File: src/rtl/tiny8_pkg.sv
// Package: shared opcode encoding and decoded-control bundle for the tiny8 core.
// Assumes an 8-bit instruction with a 4-bit opcode and two 2-bit register fields.
package tiny8_pkg;

    typedef enum logic [3:0] {
        OP_MOV   = 4'd0,
        OP_ADD   = 4'd1,
        OP_SUB   = 4'd2,
        OP_AND   = 4'd3,
        OP_OR    = 4'd4,
        OP_NOT   = 4'd5,
        OP_SLL   = 4'd6,
        OP_SRL   = 4'd7,
        OP_SRA   = 4'd8,
        OP_CMP   = 4'd9,
        OP_JEQ   = 4'd10,
        OP_JMP   = 4'd11,
        OP_IMMHI = 4'd12,
        OP_IMMLO = 4'd13,
        OP_LOAD  = 4'd14,
        OP_STORE = 4'd15
    } opcode_e;

    // Register index field width and count are fixed by the encoding.
    localparam int IDX_W   = 2;
    localparam int NREG    = 1 << IDX_W;
    localparam logic [IDX_W-1:0] IMM_IDX = IDX_W'(NREG - 1);

    // Low nibble that marks the interrupt return under the jump opcode.
    localparam logic [3:0] RETI_LOW = 4'b0100;

    typedef struct packed {
        opcode_e op;
        logic    rf_we;
        logic    from_mem;
        logic    is_cmp;
        logic    is_je;
        logic    is_jmp;
        logic    is_iret;
        logic    is_ldih;
        logic    is_ldil;
        logic    is_st;
    } ctrl_t;

endpackage

File: src/rtl/tiny8_decode.sv
// Module: instruction decoder. Splits the byte into opcode, register indices and
// immediate nibble, and produces control strobes. Purely combinational.
// Assumes: undefined encodings under the branch opcodes decode to no-ops.
module tiny8_decode
    import tiny8_pkg::*;
(
    input  logic [7:0]       instr,
    output ctrl_t            ctl,
    output logic [IDX_W-1:0] dsel,
    output logic [IDX_W-1:0] ssel,
    output logic [3:0]       imm4
);

    assign dsel = instr[3:2];
    assign ssel = instr[1:0];
    assign imm4 = instr[3:0];

    // Map the opcode to its control strobes.
    always_comb begin
        ctl          = '0;
        ctl.op       = opcode_e'(instr[7:4]);
        unique case (ctl.op)
            OP_MOV, OP_ADD, OP_SUB, OP_AND, OP_OR,
            OP_NOT, OP_SLL, OP_SRL, OP_SRA: ctl.rf_we = 1'b1;
            OP_CMP:   ctl.is_cmp = 1'b1;
            OP_JEQ:   ctl.is_je  = (instr[3:2] == 2'b00);
            OP_JMP: begin
                ctl.is_jmp  = (instr[3:2] == 2'b00);
                ctl.is_iret = (instr[3:0] == RETI_LOW);
            end
            OP_IMMHI: ctl.is_ldih = 1'b1;
            OP_IMMLO: ctl.is_ldil = 1'b1;
            OP_LOAD: begin
                ctl.rf_we    = 1'b1;
                ctl.from_mem = 1'b1;
            end
            OP_STORE: ctl.is_st = 1'b1;
            default:  ctl.rf_we = 1'b0;
        endcase
    end

endmodule

File: src/rtl/tiny8_alu.sv
// Module: arithmetic, logic and shift unit. Combinational.
// Assumes: a is the destination operand, b the source operand; shift amounts
// of DATA_W or more saturate (zero for logical, sign fill for arithmetic).
module tiny8_alu
    import tiny8_pkg::*;
#(
    parameter int DATA_W = 8
) (
    input  opcode_e           op,
    input  logic [DATA_W-1:0] a,
    input  logic [DATA_W-1:0] b,
    output logic [DATA_W-1:0] result
);

    localparam int SHW = $clog2(DATA_W);

    logic                     big;
    logic [SHW-1:0]           shamt;
    logic signed [DATA_W-1:0] sra_raw;

    assign big     = |b[DATA_W-1:SHW];
    assign shamt   = b[SHW-1:0];
    assign sra_raw = $signed(a) >>> shamt;

    // Select the operation result for the current opcode.
    always_comb begin
        unique case (op)
            OP_MOV:  result = b;
            OP_ADD:  result = a + b;
            OP_SUB:  result = a - b;
            OP_AND:  result = a & b;
            OP_OR:   result = a | b;
            OP_NOT:  result = ~b;
            OP_SLL:  result = big ? '0 : (a << shamt);
            OP_SRL:  result = big ? '0 : (a >> shamt);
            OP_SRA:  result = big ? {DATA_W{a[DATA_W-1]}} : sra_raw;
            default: result = a;
        endcase
    end

    // Saturated shifts never leave partial bits behind.
    always_comb begin
        if ((op == OP_SRL || op == OP_SLL) && big)
            a_r4_logic_shift_sat: assert ($countones(result) == 0);
        if (op == OP_SRA && big)
            a_r4_arith_shift_sat: assert ($countones(result) == 0 || $countones(result) == DATA_W);
    end

endmodule

File: src/rtl/tiny8_regfile.sv
// Module: general register file with two combinational read ports and one
// synchronous write port. Synchronous active-low reset clears all entries.
module tiny8_regfile
    import tiny8_pkg::*;
#(
    parameter int DATA_W = 8
) (
    input  logic              clk,
    input  logic              rst_n,
    input  logic              we,
    input  logic [IDX_W-1:0]  wsel,
    input  logic [DATA_W-1:0] wdata,
    input  logic [IDX_W-1:0]  rsel_a,
    input  logic [IDX_W-1:0]  rsel_b,
    output logic [DATA_W-1:0] rdata_a,
    output logic [DATA_W-1:0] rdata_b
);

    logic [NREG-1:0][DATA_W-1:0] regs;

    // Clear on reset, otherwise write the selected entry.
    always_ff @(posedge clk) begin
        if (!rst_n) begin
            regs <= '0;
        end else if (we) begin
            regs[wsel] <= wdata;
        end
    end

    assign rdata_a = regs[rsel_a];
    assign rdata_b = regs[rsel_b];

    // Without a write strobe the contents hold, e.g. on compare.
    a_r7_no_write_hold: assert property (@(posedge clk) disable iff (!rst_n)
        !we |=> regs == $past(regs));

endmodule

File: src/rtl/tiny8_core.sv
// Module: tiny8 processor core top. One instruction per cycle: combinational
// fetch at the PC, decode, execute, and register/PC update at the clock edge.
// Assumes: instruction and data memories answer combinationally; one
// interrupt request, taken between instructions while unmasked.
module tiny8_core
    import tiny8_pkg::*;
#(
    parameter int          DATA_W     = 8,
    parameter logic [7:0]  IRQ_VECTOR = 8'hF0
) (
    input  logic              clk,
    input  logic              rst_n,
    output logic [DATA_W-1:0] instr_addr,
    input  logic [7:0]        instr_data,
    output logic [DATA_W-1:0] dmem_addr,
    output logic [DATA_W-1:0] dmem_wdata,
    output logic              dmem_we,
    input  logic [DATA_W-1:0] dmem_rdata,
    input  logic              irq
);

    ctrl_t             ctl;
    logic [IDX_W-1:0]  dsel;
    logic [IDX_W-1:0]  ssel;
    logic [3:0]        imm4;

    logic [DATA_W-1:0] pc;
    logic              flag;
    logic [DATA_W-1:0] imm_q;
    logic [DATA_W-1:0] ret_q;
    logic              irq_mask;

    logic [DATA_W-1:0] dst_val;
    logic [DATA_W-1:0] rf_src;
    logic [DATA_W-1:0] src_val;
    logic [DATA_W-1:0] alu_res;
    logic [DATA_W-1:0] wb_val;
    logic [DATA_W-1:0] exec_next;
    logic              take_irq;

    tiny8_decode i_decode (
        .instr (instr_data),
        .ctl   (ctl),
        .dsel  (dsel),
        .ssel  (ssel),
        .imm4  (imm4)
    );

    tiny8_regfile #(.DATA_W(DATA_W)) i_regfile (
        .clk     (clk),
        .rst_n   (rst_n),
        .we      (ctl.rf_we),
        .wsel    (dsel),
        .wdata   (wb_val),
        .rsel_a  (dsel),
        .rsel_b  (ssel),
        .rdata_a (dst_val),
        .rdata_b (rf_src)
    );

    tiny8_alu #(.DATA_W(DATA_W)) i_alu (
        .op     (ctl.op),
        .a      (dst_val),
        .b      (src_val),
        .result (alu_res)
    );

    // Source index 3 is the immediate register; destination index 3 stays r3.
    assign src_val = (ssel == IMM_IDX) ? imm_q : rf_src;
    assign wb_val  = ctl.from_mem ? dmem_rdata : alu_res;

    assign instr_addr = pc;
    assign dmem_addr  = src_val;
    assign dmem_wdata = dst_val;
    assign dmem_we    = ctl.is_st;

    assign take_irq = irq && !irq_mask;

    // Next PC of the executing instruction, before any interrupt redirect.
    always_comb begin
        if (ctl.is_jmp || (ctl.is_je && flag))
            exec_next = src_val;
        else if (ctl.is_iret)
            exec_next = ret_q;
        else
            exec_next = pc + 1'b1;
    end

    // Update PC, flag, immediate, return address and interrupt mask.
    always_ff @(posedge clk) begin
        if (!rst_n) begin
            pc       <= '0;
            flag     <= 1'b0;
            imm_q    <= '0;
            ret_q    <= '0;
            irq_mask <= 1'b0;
        end else begin
            if (ctl.is_cmp)  flag        <= (dst_val == src_val);
            if (ctl.is_ldih) imm_q[7:4]  <= imm4;
            if (ctl.is_ldil) imm_q[3:0]  <= imm4;
            if (take_irq) begin
                pc       <= IRQ_VECTOR;
                ret_q    <= exec_next;
                irq_mask <= 1'b1;
            end else begin
                pc <= exec_next;
                if (ctl.is_iret) irq_mask <= 1'b0;
            end
        end
    end

    // Interrupt entry goes to the vector with further requests masked.
    a_r11_irq_entry: assert property (@(posedge clk) disable iff (!rst_n)
        take_irq |=> (pc == IRQ_VECTOR) && irq_mask);

    // The return resumes at the saved address and unmasks.
    a_r12_iret_resume: assert property (@(posedge clk) disable iff (!rst_n)
        (ctl.is_iret && !take_irq) |=> (pc == $past(ret_q)) && !irq_mask);

    // Non-branching instructions step the PC by one.
    a_r13_pc_step: assert property (@(posedge clk) disable iff (!rst_n)
        (!take_irq && !ctl.is_je && !ctl.is_jmp && !ctl.is_iret) |=> pc == $past(pc) + 1'b1);

    // A high-nibble load leaves the low nibble untouched.
    a_r6_hi_keeps_lo: assert property (@(posedge clk) disable iff (!rst_n)
        ctl.is_ldih |=> imm_q[3:0] == $past(imm_q[3:0]));

    // The write strobe accompanies only the store opcode.
    always_comb begin
        if (rst_n)
            a_r10_store_only: assert (!dmem_we || instr_data[7:4] == 4'hF);
    end

endmodule

File: config.mk
export PLATFORM = sky130hd
export DESIGN_NAME = tiny8_core
export DESIGN_NICKNAME = d
export VERILOG_FILES = /design/src/rtl/tiny8_pkg.sv /design/src/rtl/tiny8_decode.sv /design/src/rtl/tiny8_alu.sv /design/src/rtl/tiny8_regfile.sv /design/src/rtl/tiny8_core.sv
export SDC_FILE = /design/constraint.sdc
export NUM_CORES = 1
export LEC_CHECK = 0
export BUFFER_PORTS_ARGS = -buffer_cell sky130_fd_sc_hd__buf_2
export CORE_MARGIN = 2
export CORE_UTILIZATION = 55
export DETAILED_ROUTE_END_ITERATION = 6
export GPL_TIMING_DRIVEN = 0
export PLACE_DENSITY = 0.82
export SLEW_MARGIN = 40
export SYNTH_ARGS = -nofsm -noshare
export SYNTH_HDL_FRONTEND = slang
export SYNTH_SLANG_ARGS = --single-unit
File: constraint.sdc
create_clock -name clk -period 2.7 [get_ports clk]
set_input_delay 0.135 -clock clk [delete_from_list [all_inputs] [get_ports clk]]
set_output_delay 0.135 -clock clk [all_outputs]
set_load 0.01 [all_outputs]
==> results of run 1 <==
-- sequential cells by signal, summed over array words and instances (netlist names) --
name / count
instr_addr: 8
irq_mask: 1
imm_q: 8
ret_q: 8
i_regfile.regs: 32
flag: 1
-- worst min-delay path by stage --
stage | to | slack [ns] | cells past startpoint
after floorplan | i_regfile.regs[19] | 0.35 | 2
after global placement | i_regfile.regs[24] | 0.45 | 2
after detailed placement | i_regfile.regs[24] | 0.47 | 2
after CTS | i_regfile.regs[19] | 0.16 | 3
after global routing | i_regfile.regs[19] | 0.15 | 3
final | i_regfile.regs[3] | 0.14 | 3
-- routing by layer --
metal,track usage,vias to the layer above
met4,0.1378,0
met3,0.05655,66
met2,0.5622,375
li1,-,2393
met5,0,-
met1,0.4612,2458
-- power by group --
| group | total, mW | internal [mW] | switching [mW] |
|---|---|---|---|
| Clock | 0.705 | 0.373 | 0.332 |
| Combinational | 0.871 | 0.345 | 0.526 |
| Sequential | 0.938 | 0.906 | 0.0327 |
-- what timing repair did --
item                                    CTS  global route
buffers inserted                         17             6
endpoints found under the setup margin   28            30
gates cloned                              0             0
hold buffers                              0             0
pin swaps                                16            19
resized for setup                        38            25
-- cells by family (layout without fill, tap and decap cells) --
group | Yosys count | count (layout) | share of synthesized area
buffers and inverters | 72 | 147 | 0.05952
adder cells (fa/ha/maj) | 27 | 27 | 0.07266
XOR/XNOR | 7 | 7 | 0.01263
flip-flops | 58 | 58 | 0.2391
AND/OR/NAND/NOR | 203 | 203 | 0.2157
multiplexers | 43 | 43 | 0.1306
AO/OA/AOI/OAI | 191 | 191 | 0.2698
-- cell usage in the layout, fill, tap and decap left out, types with 5 or more instances in the layout --
cell       n
dfxtp_1   57
nand2_1   49
buf_2     46
nor2_1    45
a21oi_1   30
o21ai_0   30
nand3_1   29
clkbuf_1  26
mux2i_1   24
inv_1     22
ha_1      21
buf_4     21
mux4_2    16
clkbuf_8  12
nor2b_1   10
nand2b_1  10
nor3_1    10
a21boi_0  10
o21ai_1   10
a211oi_1  10
o211ai_1   9
o211a_1    8
nor3b_1    7
and2_1     6
a21oi_2    6
o21ai_2    6
nand4_1    5
a21o_1     5
o22ai_1    5
-- metrics by stage --
stage,setup TNS (ns),util,cells,cell area [um^2],total power [mW]
after CTS,-3.944,0.6591,778,5692,2.453
final,-6.928,0.6718,784,5802,2.514
after global placement,-12.67,0.6116,750,5281,1.684
after floorplan,-0.002626,-,601,4941,1.480
after detailed placement,-14.57,0.6130,750,5294,1.702
after global routing,-8.449,0.6718,784,5802,2.607
-- tightest hold or removal path, cell delays in order --
cell and delay (ns):
buf_2 0.11, a32oi_4 0.08, a21oi_2 0.12
-- area by class of cell --
cell class | count | area share
Multi-Input combinational cell | 471 | 0.6200
Clock inverter | 3 | 0.002588
Clock buffer | 12 | 0.02674
Tap cell | 108 | 0.02329
Sequential cell | 58 | 0.2003
Buffer | 42 | 0.04097
Inverter | 26 | 0.01812
Timing Repair Buffer | 64 | 0.06793
==> qor.yml, run 1 <==
status:
  status: "finished with violations"
  failed_checks: "negative setup slack"
timing:
  skew_ns: 0.007866
  setup_ws_ns: -0.4214
  fin_hold_ws_ns: 0.1378
  rsz0062_at_grt: "yes"
  hold_viol: 0
  timing.final.crit_period_ns: 3.121
  setup_viol: 24
  fin_crit_sh: 1.156
  tightest_slew_ns: 0.7954
  relSlewSlack: 0.4683
  drv_slew: 0
  fmax_mhz: 320.4
critical_path:
  crit_arrival_ns: 3.36
  worstPathCellList: "mux4_2 > buf_4 > ha_2 > inv_1 > fa_2 > o21bai_1 > a21oi_2 > o21ai_0 > a21oi_1 > nor4_2 > o211ai_1 > a32o_1"
  crit_slowest_cell: "dfxtp_1"
  endpoint_kind: "register"
  rr_worst_depth: 12
  worstSetupEndpoint: "i_regfile.regs[30]"
  timing.rr.end: "i_regfile.regs[30]"
  path_depth: 12
  cp_max_fo: 5
  crit_buf_inv: 2
  crit_path_start_kind: "register"
  worstPathRequired_ns: 2.94
  worstSetupStartpoint: "i_regfile.regs[8]"
  crit_type: "reg -> reg"
  cpPeakStageDelay_ns: 0.35
  regToRegStartpoint: "i_regfile.regs[8]"
  crit_family: "compound AO/OA/AOI/OAI gates"
  rrSetupSlack_ns: -0.42
detailed_routing:
  wl_per_cell_um: 21.21
  drt_pre_antenna_iters: 6
  wl_mm: 16.63
  drc_errors: 0
  met2RoutedLength_mm: 7.639
  dr_wl_met3_mm: 1.825
  highest_layer: "met4"
  drt-initial-drc-count: 467
  drt-met1-wl_mm: 6.537
  drtAntennaViolNets: 0
  routed-via-count: 5292
  vias_per_cell: 6.750
layout:
  fin_nets: 718
  n_antenna_cell: 0
  drive_gt1_frac: 0.2396
  seqCellArea_um2: 1162
  area_delta_synth_final_pct: 19.48
  fill_cells: 720
  multiInputGateArea_um2: 3597
yosys:
  synthArstFlopShare: 0
  syn_nets: 647
  synth_most_common_cell: "dfxtp_1"
  dominantRegCellSynth: "dfxtp_1"
  synth_commonest_cells: "dfxtp_1 (58), nand2_1 (49), o21ai_0 (46)"
  synthTopCellsByArea: "dfxtp_1 (24%), mux4_2 (7.4%), ha_1 (6.4%), mux2i_1 (4.9%), o21ai_0 (4.7%)"
  synth_area_leader_cell: "dfxtp_1"
  synth_warnings: 0
  postSynthCellCount: 601
  synth_edf_count: 0
  syn_area_um2: 4856
  ys_types: 71
  synth_top_area_frac: 0.2391
  yosysSeqAreaShare: 0.2391
  ys_seq_elements: 58
  synth_area_per_cell_um2: 8.080
floorplan:
  fp.dieW_um: 97.96
  core_area_um2: 8636
  initial_utilization: 0.5623
  rows: 34
  fp.dieH_um: 97.96
  dieArea_um2: 9596
  io_pins: 44
hold_path:
  hold_path_class: "in -> reg"
  min_from: "dmem_rdata[3]"
job:
  max_cap_violations: 0
placement:
  port_buffers: 41
  hpwl_mm: 11.87
  gp_congestion: 0.9816
  pre_cts_ws_ns: -0.8230
clock_network:
  clock_latency_ns: 0.35
  h-tree-depth: 3
  cts_inserted_buffers: 9
  clockRootBuffer: "clkbuf_8"
  cts_sinks: 58
  clkTransAtPathRegs_ns: 0.07
  clockBufferDepth: 2
  tritoncts: "yes"
power_and_ir_drop:
  leakage_nw: 2.368
  peakVddDrop_v: 0.0004212
  powerDensity_nw_per_um2: 433.3
global_routing:
  grt_overflow_total: 0
  grt_max_degree: 13
  globalRouteTotalUtil: 0.3460
  antenna_found_initial: 0
  grt_pass1_vias: 5035
  grt_pass1_wl_mm: 26.57
Note: power is estimated with default switching activity, not from simulation.
==> run 2, diff against run 1 <==
--- a/config.mk
+++ b/config.mk
@@ -5,12 +5,14 @@
 export SDC_FILE = /design/constraint.sdc
 export NUM_CORES = 1
 export LEC_CHECK = 0
+export ABC_AREA = 1
 export BUFFER_PORTS_ARGS = -buffer_cell sky130_fd_sc_hd__buf_2
 export CORE_MARGIN = 2
 export CORE_UTILIZATION = 55
 export DETAILED_ROUTE_END_ITERATION = 6
 export GPL_TIMING_DRIVEN = 0
-export PLACE_DENSITY = 0.82
+export PLACE_DENSITY = 0.81
+export SETUP_SLACK_MARGIN = 0.02
 export SLEW_MARGIN = 40
 export SYNTH_ARGS = -nofsm -noshare
 export SYNTH_HDL_FRONTEND = slang
==> qor.yml, run 2 <==
clock_network:
  cts_inserted_buffers: 9  # unchanged
  clock_latency_ns: 0.35  # about the same
  cts_sinks: 58  # unchanged
  clockRootBuffer: "clkbuf_8"
  clkTransAtPathRegs_ns: 0.08  # about the same
  h-tree-depth: 3  # unchanged
  tritoncts: "yes"
  clockBufferDepth: 2  # unchanged
yosys:
  synthArstFlopShare: 0  # unchanged
  synth_most_common_cell: "nand2_1"
  dominantRegCellSynth: "dfxtp_1"
  synth_warnings: 0  # unchanged
  synth_top_area_frac: 0.2323  # -0.006823
  postSynthCellCount: 853  # +42%
  synth_commonest_cells: "nand2_1 (233), inv_1 (126), nand3_1 (86)"
  synthTopCellsByArea: "dfxtp_1 (23%), nand2_1 (17%), inv_1 (9.5%), nand3_1 (8.6%), a21oi_1 (7.9%)"
  synth_area_leader_cell: "dfxtp_1"
  syn_nets: 899  # +39%
  yosysSeqAreaShare: 0.2323  # -0.006823
  ys_seq_elements: 58  # unchanged
  ys_types: 42  # -41%
  synth_edf_count: 0  # unchanged
  syn_area_um2: 4999  # +2.9%
  synth_area_per_cell_um2: 5.860  # -27%
placement:
  port_buffers: 40  # -2.4%
  post_dp_cell_area_um2: 5334  # +0.76%
  dp.cells: 1001  # +33%
  gp_congestion: 0.9773  # -0.44%
  hpwl_mm: 11.85  # -0.17%
detailed_routing:
  wl_per_cell_um: 15.79  # -26%
  drt_pre_antenna_iters: 5  # -1
  routed-via-count: 5768  # +9.0%
  wl_mm: 16.17  # -2.7%
  drt-initial-drc-count: 422  # -9.6%
  drc_errors: 0  # unchanged
  vias_per_cell: 5.633  # -17%
  drtAntennaViolNets: 0  # unchanged
critical_path:
  timing.rr.end: "i_regfile.regs[20]"
  crit_family: "simple AND/OR/NAND/NOR gates"
  worstPathRequired_ns: 2.95  # about the same
  crit_buf_inv: 3  # +1
  crit_arrival_ns: 2.92  # -0.44 ns
  crit_type: "reg -> reg"
  cpPeakStageDelay_ns: 0.41  # +0.06 ns
  crit_path_start_kind: "register"
  rr_worst_depth: 18  # +6
  rrSetupSlack_ns: 0.02  # +0.44 ns
  crit_slowest_cell: "fa_2"
  endpoint_kind: "register"
  worstPathCellList: "o21ai_0 > nand3_2 > nand2_4 > inv_8 > ha_4 > inv_2 > fa_2 > nand2_2 > a21oi_2 > nor3_2 > nand3b_1 > nand4_1 > nor2_1 > nand2_1 > nand2_2 > nand3_2 > nand2_1 > inv_1"
  cp_max_fo: 10  # +5
  regToRegStartpoint: "i_regfile.regs[16]"
global_routing:
  grt_pass1_wl_mm: 25.87  # -2.6%
  antenna_found_initial: 0  # unchanged
  grt_pass1_vias: 5323  # +5.7%
  grt_overflow_total: 0  # unchanged
  globalRouteTotalUtil: 0.3274  # -0.01857
  grt_max_degree: 20  # +7
power_and_ir_drop:
  p_comb_frac: 0.380  # +0.034
  seq_power_share: 0.323  # -0.050
  peakVddDrop_v: 0.0003443  # -18%
  netSwitchingFraction: 0.3910  # +0.03686
  powerDensity_nw_per_um2: 493.7  # +14%
  intPower_mw: 1.777  # +9.4%
  netSwitchingPower_mw: 1.140  # +28%
  power.total_mw: 2.917  # +16%
  p_clk_frac: 0.296  # +0.016
  leakage_nw: 2.987  # +26%
timing:
  drv_slew: 0  # unchanged
  skew_ns: 0.01529  # +0.007420 ns
  fmax_mhz: 373.5  # +17%
  rsz0062_at_grt: "yes"
  finalSetupTns_ns: 0  # +6.928 ns
  tightest_slew_ns: 0.6538  # -0.1416 ns
  relSlewSlack: 0.5625  # +0.09417
  timing.final.crit_period_ns: 2.677  # -0.4439 ns
  hold_viol: 0  # unchanged
  fin_crit_sh: 0.9917  # -0.1644
  setup_viol: 0  # -100%
hold_path:
  hold_path_class: "in -> reg"
  hold_end: "i_regfile.regs[26]"
  min_from: "dmem_rdata[2]"
  worst_hold_path.num_cells: 5  # +2
floorplan:
  initial_utilization: 0.5704  # +0.008088
  core_area_um2: 8763  # +1.5%
  dieArea_um2: 9866  # +2.8%
  rows: 34  # unchanged
  fp.dieH_um: 99.33  # +1.4%
  fp.dieW_um: 99.33  # +1.4%
  io_pins: 44  # unchanged
layout:
  n_antenna_cell: 0  # unchanged
  fin_cells: 1024  # +31%
  drive_gt1_frac: 0.1889  # -0.05078
  final_core_util: 0.6742  # +0.002352
  fin_nets: 957  # +33%
  area_delta_synth_final_pct: 18.20
  layout_common_cells: "nand2_1 (217), inv_1 (113), nand3_1 (78), a21oi_1 (76), nor2_1 (70)"
  design_area_um2: 5908  # +1.8%
  largest_register_ffs: 32  # unchanged
  layout_commonest_cell: "nand2_1"
  largest_register: "i_regfile.regs"
status:
  status: "finished clean"
job:
  max_cap_violations: 0  # unchanged
[run 2: power groups by stage]
stage	Combinational, mW	Sequential, mW	Clock (mW)
6_report	1.11	0.943	0.864
3_3_place_gp	0.931	0.958	0
3_5_place_dp	0.938	0.960	0
2_1_floorplan	0.682	0.957	0
4_1_cts	0.970	0.941	0.864
5_1_grt	1.22	0.948	0.903
[run 2: repair_timing]
| item | CTS | global route |
|---|---|---|
| hold buffers | 0 | 0 |
| setup endpoints to repair | 28 | 28 |
| resized for setup | 23 | 78 |
| hold endpoints to repair | 0 | 0 |
| pin swaps | 7 | 30 |
| setup buffers | 2 | 10 |
[run 2: tightest hold or removal path, cell delays in order]
cell	delay, ns
buf_2	0.07
nand2_1	0.09
nand3_1	0.10
nand2_1	0.05
inv_1	0.04
[run 2: cell type report]
type / count / area (um^2)
multi-input combinational: 632 / 3432
fill: 859 / 2855
sequential: 58 / 1167
inverter: 137 / 529.3
timing repair buffer: 52 / 294.0
clock buffer: 11 / 151.4
buffer: 21 / 137.6
tap: 108 / 135.1
clock inverter: 5 / 61.31
[run 2: kinds of logic (layout without fill, tap and decap cells)]
group / after synthesis / after routing / share of synthesized area
simple gates: 439 / 439 / 0.3820
buf+inv: 163 / 226 / 0.1317
compound gates: 160 / 160 / 0.1730
flops: 58 / 58 / 0.2323
fa+ha+maj: 27 / 27 / 0.07059
xor+xnor: 6 / 6 / 0.01051
[run 2: worst max path at each step]
stage                             startpoint                 end  slack [ns]  cells after the start
after CTS                 i_regfile.regs[16]   i_regfile.regs[4]        0.02                     21
final                     i_regfile.regs[16]  i_regfile.regs[20]        0.02                     18
after global placement         instr_data[0]  i_regfile.regs[21]       -0.63                     19
after detailed placement       instr_data[0]  i_regfile.regs[21]       -0.59                     19
after global routing       i_regfile.regs[0]  i_regfile.regs[12]        -0.1                     21
after floorplan                instr_data[3]  i_regfile.regs[12]        0.03                     25
[run 2: per-layer routing]
metal | vias to the layer above | global-route usage | part of all wire
met5 | - | 0 | 0
met4 | 0 | 0.1159 | 0.025
met3 | 41 | 0.05903 | 0.090
met2 | 281 | 0.5676 | 0.47
met1 | 2586 | 0.4076 | 0.41
li1 | 2860 | - | -
[run 2: metrics by stage]
| step | hold slack, ns | setup WS [ns] |
|---|---|---|
| 4_1_cts | 0.1519 | 0.02290 |
| 2_1_floorplan | 0.3407 | 0.03333 |
| 5_1_grt | 0.1460 | -0.09844 |
| 3_3_place_gp | 0.4612 | -0.6334 |
| 6_report | 0.1547 | 0.02253 |
| 3_5_place_dp | 0.4688 | -0.5903 |
